File: config.mk
export PLATFORM = sky130hd
export DESIGN_NAME = hdr_parser
export DESIGN_NICKNAME = d
export VERILOG_FILES = /design/src/rtl/hp_pkg.sv /design/src/rtl/hp_field_shift.sv /design/src/rtl/hp_graph.sv /design/src/rtl/hdr_parser.sv
export SDC_FILE = /design/constraint.sdc
export NUM_CORES = 1
export LEC_CHECK = 0
export ABC_AREA = 1
export BUFFER_PORTS_ARGS = -buffer_cell sky130_fd_sc_hd__buf_4
export CORE_ASPECT_RATIO = 0.75
export CORE_MARGIN = 1
export CORE_UTILIZATION = 55
export CTS_CLUSTER_DIAMETER = 50
export DETAILED_ROUTE_END_ITERATION = 16
export PLACE_DENSITY = 0.79
export SYNTH_ARGS = -nofsm -noshare
export SYNTH_HDL_FRONTEND = slang
export SYNTH_HIERARCHICAL = 1
export SYNTH_SLANG_ARGS = --single-unit
File: constraint.sdc
create_clock -name clk -period 4.2 [get_ports clk]
set_input_delay 0.21 -clock clk [delete_from_list [all_inputs] [get_ports clk]]
set_output_delay 0.21 -clock clk [all_outputs]
set_load 0.02 [all_outputs]
File: src/rtl/hp_pkg.sv
package hp_pkg;
  localparam int BYTE_W     = 8;
  localparam int ETH_BYTES  = 14;
  localparam int VLAN_BYTES = 4;
  localparam int TAG_BYTES  = 6;
  localparam int ETH_W      = ETH_BYTES * BYTE_W;
  localparam int VLAN_W     = VLAN_BYTES * BYTE_W;
  localparam int TAG_W      = TAG_BYTES * BYTE_W;
  localparam int VEC_W      = ETH_W + VLAN_W + TAG_W;
  localparam int CNT_W      = $clog2(ETH_BYTES);
  localparam int TYPE_W     = 16;

  typedef enum logic [1:0] {ST_ETH, ST_VLAN, ST_TAG, ST_SKIP} pstate_e;
  typedef enum logic [1:0] {NX_VLAN, NX_TAG, NX_IPV4, NX_END} pnext_e;

  typedef struct packed {
    pstate_e             from;
    logic [TYPE_W-1:0]   etype;
    pnext_e              to;
  } graph_edge_t;

  localparam int N_EDGES = 6;
  localparam graph_edge_t GRAPH [N_EDGES] = '{
    '{ST_ETH,  16'h8100, NX_VLAN},
    '{ST_ETH,  16'h9100, NX_VLAN},
    '{ST_ETH,  16'h0800, NX_IPV4},
    '{ST_VLAN, 16'hAAAA, NX_TAG},
    '{ST_VLAN, 16'h0800, NX_IPV4},
    '{ST_TAG,  16'h0800, NX_IPV4}
  };
endpackage

File: src/rtl/hp_field_shift.sv
module hp_field_shift #(
  parameter int NBYTES = 4,
  parameter int BW     = 8
) (
  input  logic                 clk,
  input  logic                 rst,
  input  logic                 en,
  input  logic [BW-1:0]        din,
  output logic [NBYTES*BW-1:0] q
);
  localparam int W = NBYTES * BW;

  always_ff @(posedge clk) begin
    if (rst) q <= '0;
    else if (en) q <= {q[W-BW-1:0], din};
  end
endmodule

File: src/rtl/hp_graph.sv
module hp_graph
  import hp_pkg::*;
(
  input  pstate_e           cur,
  input  logic [TYPE_W-1:0] etype,
  output pnext_e            nxt
);
  always_comb begin
    nxt = NX_END;
    for (int i = 0; i < N_EDGES; i++) begin
      if (GRAPH[i].from == cur && GRAPH[i].etype == etype) nxt = GRAPH[i].to;
    end
  end
endmodule

File: src/rtl/hdr_parser.sv
module hdr_parser
  import hp_pkg::*;
(
  input  logic             clk,
  input  logic             rst,
  input  logic             in_valid,
  output logic             in_ready,
  input  logic [BYTE_W-1:0] in_data,
  input  logic             in_last,
  output logic [VEC_W-1:0] hdr_vec,
  output logic             eth_ok,
  output logic             vlan_ok,
  output logic             tag_ok,
  output logic             ipv4_ok,
  output logic             trunc_err,
  output logic             done
);
  pstate_e           st;
  logic [CNT_W-1:0]  cnt;
  logic [CNT_W-1:0]  last_idx;
  logic [BYTE_W-1:0] prev_byte;
  logic [ETH_W-1:0]  eth_q;
  logic [VLAN_W-1:0] vlan_q;
  logic [TAG_W-1:0]  tag_q;
  pnext_e            nxt;
  logic              start;
  logic              hdr_end;

  assign in_ready = 1'b1;
  assign start    = (st == ST_ETH) && (cnt == '0);
  assign hdr_end  = in_valid && (st != ST_SKIP) && (cnt == last_idx);

  always_comb begin
    case (st)
      ST_VLAN: last_idx = CNT_W'(VLAN_BYTES - 1);
      ST_TAG:  last_idx = CNT_W'(TAG_BYTES - 1);
      default: last_idx = CNT_W'(ETH_BYTES - 1);
    endcase
  end

  hp_graph graph_i (.cur(st), .etype({prev_byte, in_data}), .nxt(nxt));

  hp_field_shift #(.NBYTES(ETH_BYTES), .BW(BYTE_W)) eth_sh_i (
    .clk(clk), .rst(rst), .en(in_valid && st == ST_ETH), .din(in_data), .q(eth_q));
  hp_field_shift #(.NBYTES(VLAN_BYTES), .BW(BYTE_W)) vlan_sh_i (
    .clk(clk), .rst(rst), .en(in_valid && st == ST_VLAN), .din(in_data), .q(vlan_q));
  hp_field_shift #(.NBYTES(TAG_BYTES), .BW(BYTE_W)) tag_sh_i (
    .clk(clk), .rst(rst), .en(in_valid && st == ST_TAG), .din(in_data), .q(tag_q));

  always_ff @(posedge clk) begin
    if (rst) begin
      st        <= ST_ETH;
      cnt       <= '0;
      prev_byte <= '0;
      eth_ok    <= 1'b0;
      vlan_ok   <= 1'b0;
      tag_ok    <= 1'b0;
      ipv4_ok   <= 1'b0;
      trunc_err <= 1'b0;
      done      <= 1'b0;
    end else begin
      done <= 1'b0;
      if (in_valid) begin
        prev_byte <= in_data;
        if (start) begin
          eth_ok    <= 1'b0;
          vlan_ok   <= 1'b0;
          tag_ok    <= 1'b0;
          ipv4_ok   <= 1'b0;
          trunc_err <= 1'b0;
        end
        if (st == ST_SKIP) begin
          if (in_last) st <= ST_ETH;
        end else if (hdr_end) begin
          cnt <= '0;
          case (st)
            ST_ETH:  eth_ok  <= 1'b1;
            ST_VLAN: vlan_ok <= 1'b1;
            default: tag_ok  <= 1'b1;
          endcase
          case (nxt)
            NX_VLAN, NX_TAG: begin
              if (in_last) begin
                trunc_err <= 1'b1;
                done      <= 1'b1;
                st        <= ST_ETH;
              end else begin
                st <= (nxt == NX_VLAN) ? ST_VLAN : ST_TAG;
              end
            end
            NX_IPV4: begin
              ipv4_ok <= 1'b1;
              done    <= 1'b1;
              st      <= in_last ? ST_ETH : ST_SKIP;
            end
            default: begin
              done <= 1'b1;
              st   <= in_last ? ST_ETH : ST_SKIP;
            end
          endcase
        end else if (in_last) begin
          trunc_err <= 1'b1;
          done      <= 1'b1;
          st        <= ST_ETH;
          cnt       <= '0;
        end else begin
          cnt <= cnt + 1'b1;
        end
      end
    end
  end

  assign hdr_vec = {eth_q & {ETH_W{eth_ok}},
                    vlan_q & {VLAN_W{vlan_ok}},
                    tag_q & {TAG_W{tag_ok}}};
endmodule

== Yosys cells after proc, flatten, opt, wreduce, memory -nomap -nowiden ==
Cells that the tools add are included.
Widths: inputs -> output; s select.

* Register bits: 212
* Output and inout bits: 199
* Logic and storage cells: 90

* $add $sub $neg: 1
* Equality and inequality tests: 13
* Mux-type cells: 40
* Bitwise operators: 5
* Reduce and logical (&&, ||, !) cells: 19

{| class="wikitable"
|+ Operators with widths
! cell !! count
|-
| $and 112x112->112 || 1
|-
| $and 48x48->48 || 1
|-
| $eq 16x16->1 const A || 3
|-
| $and 32x32->32 || 1
|-
| $mux 2 || 13
|-
| $mux 1 || 24
|-
| $eq 12x16->1 const A || 1
|-
| $logic_and 1x1->1 || 12
|-
| $mux 4 || 2
|-
| $pmux 4 s2 || 1
|-
| $eq 2x2->1 const B || 3
|-
| $add 4x1->4 const B || 1
|-
| $eq 2x1->1 const B || 2
|-
| $eq 4x4->1 || 1
|-
| $logic_not 2->1 || 2
|-
| $logic_not 4->1 || 1
|-
| $reduce_or 2->1 || 2
|-
| $reduce_or 3->1 || 1
|-
| $eq 1x2->1 const A || 1
|-
| $eq 2x2->1 const A || 1
|-
| $ne 2x2->1 const B || 1
|-
| $not 1->1 || 2
|-
| $reduce_and 2->1 || 1
|}

== Longest topological paths before layout ==
Gate-level depths: netlist of run 1.

* Depth after elaboration: 14
* Gate-level depth with buffers: 12

== Modules after synthesis ==
Netlist of run 1, hierarchy kept.

{| class="wikitable"
|+ Modules (own cells, without submodules)
! module !! times used !! cells an instance !! area an instance (µm²)
|-
| hp_field_shift at eth_sh_i || 1 || 710 || 4,599.4
|-
| hdr_parser || 1 || 541 || 2,527.4
|-
| hp_field_shift at tag_sh_i || 1 || 305 || 1,979.4
|-
| hp_field_shift at vlan_sh_i || 1 || 203 || 1,550.2
|-
| hp_graph || 1 || 54 || 232.7
|}

== Worst setup path after synthesis of run 1 ==
No wires, ideal clock.

* Path type: reg2reg
* Start point: reg st[0]
* End point: reg eth_sh_i.q[100]
* Arrival: 1.430 ns
* Setup slack: 2.658 ns
* Stages on the path, launching flop included: 10
* Clock period less this slack: 1.542 ns
* Cell sequence: dfxtp_1 -> inv_1 -> ha_1 -> nand2_1 -> inv_1 -> buf_4 -> buf_4 -> buf_4 -> nor2_1 -> nor2_1

* Word-level cells in the longest chain between the ends: 2

{| class="wikitable"
|+ RTL lines
! item !! RTL line !! RTL
|-
| from (decl) || hdr_parser.sv:18 || <nowiki>pstate_e st;</nowiki>
|-
| from (signal assigned) || hdr_parser.sv:88 || <nowiki>st <= (nxt == NX_VLAN) ? ST_VLAN : ST_TAG;</nowiki>
|-
| from (signal assigned) || hdr_parser.sv:94 || <nowiki>st <= in_last ? ST_ETH : ST_SKIP;</nowiki>
|-
| from (signal assigned) || hdr_parser.sv:98 || <nowiki>st <= in_last ? ST_ETH : ST_SKIP;</nowiki>
|-
| $logic_not 2->1 || hdr_parser.sv:44 || <nowiki>.clk(clk), .rst(rst), .en(in_valid && st == ST_ETH), .din(in_data), .q(eth_q));</nowiki>
|-
| $logic_and 1x1->1 || hdr_parser.sv:44 ||
|-
| to (signal assigned) || hp_field_shift.sv:15 || <nowiki>else if (en) q <= {q[W-BW-1:0], din};</nowiki>
|-
| to (decl) || hp_field_shift.sv:9 || <nowiki>output logic [NBYTES*BW-1:0] q</nowiki>
|}

Every way passes these cells.
A chain may end at the register's enable or synchronous reset.

== Final worst setup path of run 1 ==
* Start point: reg eth_ok
* End point: out hdr_vec[153]

* Word-level cells in the longest chain between the ends: 1

{| class="wikitable"
|+ RTL lines
! item !! RTL line !! RTL
|-
| from (decl) || hdr_parser.sv:11 || <nowiki>output logic eth_ok,</nowiki>
|-
| from (signal assigned) || hdr_parser.sv:55 || <nowiki>eth_ok <= 1'b0;</nowiki>
|-
| from (signal assigned) || hdr_parser.sv:66 || <nowiki>eth_ok <= 1'b0;</nowiki>
|-
| from (signal assigned) || hdr_parser.sv:77 || <nowiki>ST_ETH: eth_ok <= 1'b1;</nowiki>
|-
| $and 112x112->112 || hdr_parser.sv:113 || <nowiki>assign hdr_vec = {eth_q & {ETH_W{eth_ok}},</nowiki>
|-
| to (decl) || hdr_parser.sv:10 || <nowiki>output logic [VEC_W-1:0] hdr_vec,</nowiki>
|}

Every way passes these cells.

==> results_dict.tcl, run 1 <==
set metrics [dict create \
    yosys_most_used_dff "dfxtp_1" \
    cp_max_fo 114 \
    clk_path_buf_depth 3 \
    routed_wl_um 23500 \
    wl_met2_um 10000 \
    die_w_um 164 \
    critPathLaunchType "flip-flop" \
    synth-seq-cells 212 \
    rows 44 \
    drc 0 \
    yosys_warnings 6 \
    antenna_left 0 \
    worst_pin_slew_ns 1.20 \
    status "completed" \
    routabilityCongestion 0.820 \
    synth_edf_count 0 \
    io_pins 211 \
    cts_buffers 22 \
    vias_per_cell 4.41 \
    port_buffers 209 \
    setup_tns_ns 0 \
    overflow 0 \
    post_synth.cell_area_avg_um2 6.01 \
    highest_layer "met4" \
    grt_pass1_vias 8261 \
    period_needed_ns 2.30 \
    hold_path.class "in2reg" \
    async_flop_share 0 \
    layout.nets 1983 \
    clock_latency_ns 0.49 \
    root_buffer "clkbuf_16" \
    drt_iter0_drc 815 \
    place_inst 2191 \
    finalPower_mw 4.36 \
    finClkSkew_ns 0.0141 \
    chipHeight_um 124 \
    area_growth_pct 19.2 \
    routedWlPerCell_um 10.5 \
    cp.arrival_ns 2.09 \
    rsz0062_at_grt "no" \
    clock.fmax_mhz 434 \
    slew_viol_final 0 \
    synth_cell_type_count 32 \
    drive_gt1_frac 0.171 \
    antennaDiodeCount 0 \
    period_share 0.548 \
    finalHoldViolCount 0 \
    grt_usage 0.225 \
    core_um2 19400 \
    synth_seq_area_share 0.390 \
    wl_met3_um 1470 \
    p_leak_nw 7.66 \
    criticalPathCategory "reg2out" \
    peakVddDrop_mv 0.189 \
    slew-limit-headroom 0.200 \
    die-area_um2 20400 \
    grt_pass1_wl_um 38200 \
    place_hpwl_um 15500 \
    crit_path_end_kind "output port" \
    cts.clk_slew.worst_paths_ns 0.06 \
    vias 9859 \
    synth_fp_nets 1831 \
    synth_area_um2 10900 \
    setup_viol 0 \
    netlist_instances 1813 \
    wl_met1_um 11700 \
    final_cell_count_no_fill 2234 \
    grt_antenna_before_repair 0 \
    drv_cap 0 \
    required_ns 3.99 \
    h-tree-depth 1 \
    power.density_nw_per_um2 336 \
    grt_max_degree 131 \
    cts_sinks 212 \
    post_cts_resized 0 \
    drtPass1Iterations 5 \
    initial_utilization 0.562 \
    cts_tree "done" \
]
metrics by stage:
step	util	worst slack [ns]	instance area (µm²)	hold slack (ns)
final	0.670	1.90	13000	0.0208
after global routing	0.670	1.69	13000	0.00950
after CTS	0.670	1.89	13000	0.00130
after detailed placement	0.631	1.99	12200	0.462
after global placement	0.631	2.07	12200	0.459
after floorplan	-	2.66	10900	0.345
critical path: stages (launching register included):
cell,delay (ns)
dfxtp_4,1.07
nand2_1,0.23
inv_1,0.10
buf_4,0.14
cell usage after synthesis (2+ instances only):
cell type,number,area share
nand2_1,583,0.20
inv_1,411,0.14
nor2_1,389,0.13
dfxtp_1,212,0.39
nand2_2,36,0.021
buf_2,35,0.016
nor2_2,35,0.020
buf_4,18,0.012
clkbuf_1,18,0.0062
buf_6,13,0.013
o21ai_0,9,0.0041
a21oi_1,7,0.0032
ha_1,6,0.0069
nand4_1,6,0.0034
nand3_1,5,0.0023
inv_2,4,0.0014
o21ai_1,4,0.0018
a21oi_2,3,0.0024
buf_12,3,0.0055
nor2_4,3,0.0031
buf_8,2,0.0028
cells in the final DEF (no fill, tap or decap), types with 3 or more instances in the layout:
master and count:
inv_2 6, clkbuf_1 6, nor2_1 389, ha_1 6, clkbuf_16 24, nor2_4 3, nand4_1 6, nand2_1 583
nand3_1 5, o21ai_0 9, dfxtp_1 211, nor2_2 35, clkbuf_8 5, a21oi_2 3, inv_6 3, a21oi_1 7
nand2_2 36, buf_4 214, dlygate4sd3_1 3, inv_1 407, o21ai_1 4, clkinv_2 5
power by group:
group	total, mW	switching [mW]	internal (mW)
registers	2.15	0.0598	2.09
clock network	1.92	0.784	1.14
logic	0.299	0.193	0.106
total	4.36	1.04	3.33
state kept, by name (all words and copies together), names as in the netlist:
register and flops:
eth_sh_i/q 112, tag_ok 1, cnt 4, st 2
tag_sh_i/q 48, trunc_err 1, ipv4_ok 1, vlan_ok 1
done 1, eth_ok 1, vlan_sh_i/q 32, prev_byte 8
layer usage:
layer / up-vias / global-route usage
met4: 0 / 0.0470
met5: - / 0
li1: 5336 / -
met3: 31 / 0.0406
met1: 4252 / 0.327
met2: 240 / 0.349
layout make-up:
class / instances / area, µm²
multi-input combinational: 1095 / 4460
inverter: 416 / 1570
clock buffer: 35 / 692
sequential: 212 / 4250
clock inverter: 5 / 32.5
fill: 1815 / 6400
timing repair buffer: 218 / 1660
tap: 253 / 317
cell families (layout without fill, tap and decap cells):
| family | after synthesis | after routing | synth area share |
|---|---|---|---|
| other | 1 | 1 | 0.000344 |
| DFF | 212 | 212 | 0.390 |
| buffers and inverters | 506 | 674 | 0.201 |
| and+or+nand+nor | 1062 | 1062 | 0.389 |
| xor gates and xnor gates | 1 | 1 | 0.000804 |
| AOI/OAI and AO/OA | 25 | 25 | 0.0130 |
| adders and majority gates | 6 | 6 | 0.00689 |
path summary, 6_finish.rpt:
kind / start / end / slack (ns) / cells past startpoint
setup / recovery: eth_ok / hdr_vec[153] / 1.90 / 3
hold / removal: in_data[6] / prev_byte[6] / 0.02 / 3
hold reg to reg: trunc_err / trunc_err / 0.46 / 2
setup reg to reg: st[1] / tag_sh_i/q[35] / 1.97 / 7
repair_timing:
item | 4_1_cts | 5_1_grt
hold buffers | 3 | 0
endpoints found under the setup margin | 0 | 0
setup buffers | 0 | 0
hold endpoints to repair | 8 | 0
Power figures use the tool's default switching activity.
==> inputs of run 2 (changes only) <==
- clock period: 4.2 -> 2.2 ns (I/O delays scaled with it)
==> run 2 against run 1 <==
Net effect: global-route usage increased by 0.79 points; combinational power increased by 100%; register-to-register slack got worse by 1.6 ns.
==> results_dict.tcl, run 2 (same netlist as run 1, synthesis figures left out) <==
set metrics [dict create \
    status "completed" \
    antennaDiodeCount 0 \
    cp_cell_sequence "buf_4 -> nand2_1 -> inv_1 -> buf_4" \
    initial_utilization 0.562 \
    core_um2 19400 \
    clock_latency_ns 0.50 \
    worst_pin_slew_ns 0.536 \
    finalPower_mw 8.86 \
    finClkSkew_ns 0.0123 \
    power.density_nw_per_um2 664 \
    crit_path_end_kind "output port" \
    cts_tree "done" \
    cp_max_fo 30 \
    routedWlPerCell_um 10.8 \
    hold_path.class "in2reg" \
    routed_wl_um 24400 \
    setup_viol 0 \
    critPathLaunchType "flip-flop" \
    die-area_um2 20400 \
    routabilityCongestion 0.876 \
    drive_gt1_frac 0.177 \
    criticalPathCategory "reg2out" \
    mostFrequentLayoutCell "nand2_1" \
    p_leak_nw 7.83 \
    grt_pass1_vias 8506 \
    regMostFlops "eth_sh_i/q" \
    largest_reg_flops 112 \
    grt_usage 0.233 \
    critical-path-max-stage-delay_ns 0.52 \
    layout_common_cells "583 x nand2_1, 407 x inv_1, 389 x nor2_1" \
    regArea_um2 4250 \
    drt_iter0_drc 729 \
    overflow 0 \
    chipHeight_um 124 \
    postCtsSetupBuffers 0 \
    drv_cap 0 \
    hold_buffers 11 \
    setup_tns_ns 0 \
    crit_top_cell "buf_4" \
    peakVddDrop_mv 0.370 \
    cts.clk_slew.worst_paths_ns 0.06 \
    grt_antenna_before_repair 0 \
    place_hpwl_um 16400 \
    io_pins 211 \
    drc 0 \
    grt_max_degree 76 \
    vias 9956 \
    antenna_left 0 \
    grt_pass1_wl_um 39400 \
    cp.arrival_ns 1.71 \
    h-tree-depth 1 \
    slew_viol_final 0 \
    rows 44 \
    die_w_um 164 \
    period_needed_ns 1.82 \
    finalHoldViolCount 0 \
    cts_buffers 23 \
    post_cts_resized 0 \
    clock.fmax_mhz 548 \
    clk_path_buf_depth 3 \
    rsz0062_at_grt "no" \
    reg_top3 "eth_sh_i/q: 112 flops, tag_sh_i/q: 48 flops, vlan_sh_i/q: 32 flops" \
    root_buffer "clkbuf_16" \
    port_buffers 209 \
    area_growth_pct 22.5 \
    holdWs_ns 0.450 \
    required_ns 2.09 \
    slowest_stage "dfxtp_4" \
    multi_input_area_um2 4460 \
    drtPass1Iterations 5 \
    period_share 0.829 \
    slew-limit-headroom 0.642 \
    vias_per_cell 4.42 \
    cts_sinks 212 \
    layout.nets 2004 \
    fillers 1698 \
]
==> run 2: cell types whose count changed in the layout (fill, tap and decap cells not counted) <==
cell / change
clkbuf_16: -1
bufinv_16: +4
clkbuf_1: -4
clkinv_4: +1
clkinv_2: -1
dlygate4sd3_1: +8
buf_12: +8
buf_4: +4
clkbuf_8: +1
==> run 2: metrics by stage <==
| step | std cells | setup slack [ns] | instance area [µm²] | util |
|---|---|---|---|---|
| after floorplan | 1813 | 0.658 | 10900 | - |
| after global placement | 2203 | 0.518 | 12400 | 0.640 |
| after detailed placement | 2203 | 0.418 | 12400 | 0.640 |
| after CTS | 2254 | 0.346 | 13300 | 0.689 |
| after global routing | 2254 | 0.234 | 13300 | 0.689 |
| final | 2254 | 0.375 | 13300 | 0.689 |
==> run 2: layer usage <==
| metal | part of all wire | GRT usage |
|---|---|---|
| met2 | 0.44 | 0.382 |
| met5 | 0 | 0 |
| met1 | 0.49 | 0.324 |
| met4 | 0.016 | 0.0499 |
| met3 | 0.057 | 0.0386 |
==> run 2: layout make-up <==
type                            count  area share
Multi-Input combinational cell   1095       0.334
Sequential cell                   212       0.318
Timing Repair Buffer              238       0.144
Inverter                          416       0.118
Clock buffer                       31      0.0499
Tap cell                          253      0.0237
Clock inverter                      9      0.0117
==> run 2: path summary, 6_finish.rpt <==
path	start	to	slack [ns]	depth (start not counted)
max	eth_ok	hdr_vec[161]	0.38	4
max reg2reg	st[1]	eth_sh_i/q[5]	0.42	8
min	in_data[0]	prev_byte[0]	0.45	4
min reg2reg	trunc_err	trunc_err	0.47	2
==> run 2: power breakdown <==
group	leakage [nW]	total, mW	switching [mW]	internal, mW
registers	1.73	4.10	0.116	3.98
clock network	0.406	4.16	1.56	2.59
logic	5.69	0.600	0.379	0.222
==> run 2: critical path: cells and delay by family, from the launching register on <==
kind,cells,cell delay (ns)
buffers and inverters,3,0.55
flip-flops,1,0.52
AND/OR/NAND/NOR,1,0.13
==> inputs of run 3 (changes only) <==
- ABC_AREA: 1 -> 0
- CORE_UTILIZATION: 55 -> 49
- PLACE_DENSITY: 0.79 -> 0.76
- clock period: 2.2 -> 1.5 ns (I/O delays scaled with it)
==> run 3 against run 2 <==
Net effect: the run now ends with setup timing left; count of clock-buffer cells in the layout decreased by 2; largest cell class unchanged; hold slack got worse by 0.41 ns; die area decreased by 4.6%; worst setup slack got worse by 0.68 ns; sequential cell count unchanged; cell count decreased by 36%; clock power increased by 27%.
==> results_dict.tcl, run 3 <==
set metrics [dict create \
    setup_viol 149 \
    cp_num_buf_inv 3 \
    mostFrequentLayoutCell "buf_4" \
    cp.arrival_ns 2.22 \
    place_hpwl_um 14200 \
    area_growth_pct 36.2 \
    port_buffers 209 \
    initial_utilization 0.500 \
    period_share 1.20 \
    synth_fp_nets 959 \
    synth_edf_count 0 \
    finalHoldViolCount 0 \
    yosys_warnings 6 \
    die_w_um 161 \
    grt_antenna_before_repair 0 \
    clock.fmax_mhz 554 \
    root_buffer "clkbuf_16" \
    routed_wl_um 23500 \
    drt_iter0_drc 481 \
    cts_tree "done" \
    period_needed_ns 1.80 \
    routabilityCongestion 0.821 \
    p_leak_nw 5.60 \
    synth_area_um2 9250 \
    grt_usage 0.224 \
    synth_top_area_frac 0.459 \
    synth_commonest_cells "212 x dfxtp_1, 205 x nor2_1, 200 x mux2i_1" \
    critPathLaunchType "flip-flop" \
    required_ns 1.91 \
    power.density_nw_per_um2 920 \
    synth-xor-area-share 0.000947 \
    violations "setup timing" \
    clock_latency_ns 0.49 \
    synthAdderAreaFrac 0.00812 \
    cts_buffers 21 \
    drv_cap 0 \
    hold_path.class "in2reg" \
    async_flop_share 0 \
    slew_viol_final 0 \
    crit_path_end_kind "flip-flop" \
    slowest_stage "or4b_4" \
    peakVddDrop_mv 0.671 \
    largest_reg_flops 112 \
    cts_sinks 212 \
    vias_per_cell 5.02 \
    yosys_most_used_dff "dfxtp_1" \
    synth_cell_type_count 41 \
    criticalPathCategory "reg2reg" \
    vias 7282 \
    synth.most_common_cell "dfxtp_1" \
    cp_max_fo 3 \
    routedWlPerCell_um 16.2 \
    cp_cell_sequence "inv_4 -> buf_6 -> ha_4 -> xnor2_4 -> a2111oi_4 -> buf_4 -> or4b_4 -> a31oi_1" \
    synth-simple-area-share 0.236 \
    grt_max_degree 86 \
    io_pins 211 \
    worst_pin_slew_ns 0.544 \
    rows 43 \
    final_util 0.681 \
    synth_seq_area_share 0.459 \
    netlist_instances 941 \
    antennaDiodeCount 0 \
    antenna_left 0 \
    synthMuxAreaShare 0.216 \
    synth_top_family_by_area "simple AND/OR/NAND/NOR gates" \
    final_cell_count_no_fill 1450 \
    critical-path-max-stage-delay_ns 0.46 \
    core_um2 18500 \
    finalPower_mw 11.6 \
    rsz0062_at_grt "yes" \
    synth-seq-cells 212 \
    setup_tns_ns -8.60 \
    dp_slack_ns -0.407 \
    drive_gt1_frac 0.288 \
    post_synth.cell_area_avg_um2 9.83 \
    synth_compound_area_frac 0.0179 \
    chipHeight_um 121 \
    grt_pass1_vias 6721 \
    clk_path_buf_depth 3 \
    synth.area.top_cells "dfxtp_1 46%, mux2i_1 22%, and2_1 13%" \
    finClkSkew_ns 0.00608 \
    place_inst 1374 \
    setup_ws_ns -0.304 \
    drtPass1Iterations 4 \
    layout_common_cells "237 x buf_4, 209 x dfxtp_1, 205 x nor2_1" \
    reg_top3 "eth_sh_i/q: 112 flops, tag_sh_i/q: 48 flops, vlan_sh_i/q: 32 flops" \
    grt_pass1_wl_um 35500 \
    status "finished with violations" \
    cts.clk_slew.worst_paths_ns 0.06 \
    regMostFlops "eth_sh_i/q" \
    layout.nets 1208 \
    crit_family "simple AND/OR/NAND/NOR gates" \
    die-area_um2 19400 \
    synth_top_area_cell "dfxtp_1" \
    h-tree-depth 1 \
    overflow 0 \
    drc 0 \
    slew-limit-headroom 0.637 \
]
-- run 3: cell types whose count changed in the layout (fill, tap and decap cells not counted), sizes merged, moves of 4 or more --
cell / change
nand2: -615
inv: -409
nor2: -222
mux2i: +200
and2: +197
buf: +47
o21ai: -12
a21oi: -8
nand4: -5
a22o: +4
nand3: -4
-- run 3: power breakdown --
part           total [mW]  switching (mW)  internal, mW
clock                5.28            2.15          3.13
sequential           5.70          0.0327          5.67
combinational       0.606           0.312         0.293
-- run 3: logic make-up after synthesis --
family / count (synthesis)
multiplexers: 200
buffers and inverters: 73
AO/OA/AOI/OAI: 19
XOR/XNOR: 1
adder cells (fa/ha/maj): 6
AND/OR/NAND/NOR: 429
flip-flops: 212
other: 1
-- run 3: layout make-up --
class                   count  area (µm²)
well taps                 247         309
flip-flops and latches    212        4250
clock inverters             7        88.8
clock buffers              29         597
inverters                   6        27.5
multi-input cells         659        4620
fillers                  1505        5910
repair buffers            290        2700
-- run 3: routing by layer --
metal,wire [µm],global-route usage
met1,11400,0.326
met2,10700,0.349
met3,1070,0.0376
met4,287,0.0411
met5,0,0
-- run 3: final timing paths --
kind	endpoint	cells after the start	slack, ns	startpoint
worst min register to register	tag_sh_i/q[43]	2	0.49	tag_sh_i/q[43]
worst max register to register	cnt[2]	8	-0.30	st[1]
worst min-delay path	prev_byte[5]	3	0.04	in_valid
worst max-delay path	cnt[2]	8	-0.30	st[1]
-- run 3: stage by stage --
stage	hold slack, ns	area, µm²
floorplan	0.144	9300
global placement	0.331	11100
detailed placement	0.336	11100
CTS	0.0123	12400
global route	0.0367	12600
finish	0.0443	12600
-- run 3: worst register-to-register path, stage by stage (launching register included) --
cell and delay (ns):
dfxtp_4 0.35, inv_4 0.04, buf_6 0.11, ha_4 0.25
xnor2_4 0.16, a2111oi_4 0.05, buf_4 0.15, or4b_4 0.46
a31oi_1 0.16
-- run 3: what timing repair did --
| item | 4_1_cts | 5_1_grt |
|---|---|---|
| hold buffers | 10 | 0 |
| setup endpoints to repair | 230 | 315 |
| hold endpoints to repair | 34 | 0 |
| cloned | 13 | 6 |
| gates resized for setup | 27 | 41 |
| pin swaps | 9 | 21 |
| setup buffers | 12 | 6 |
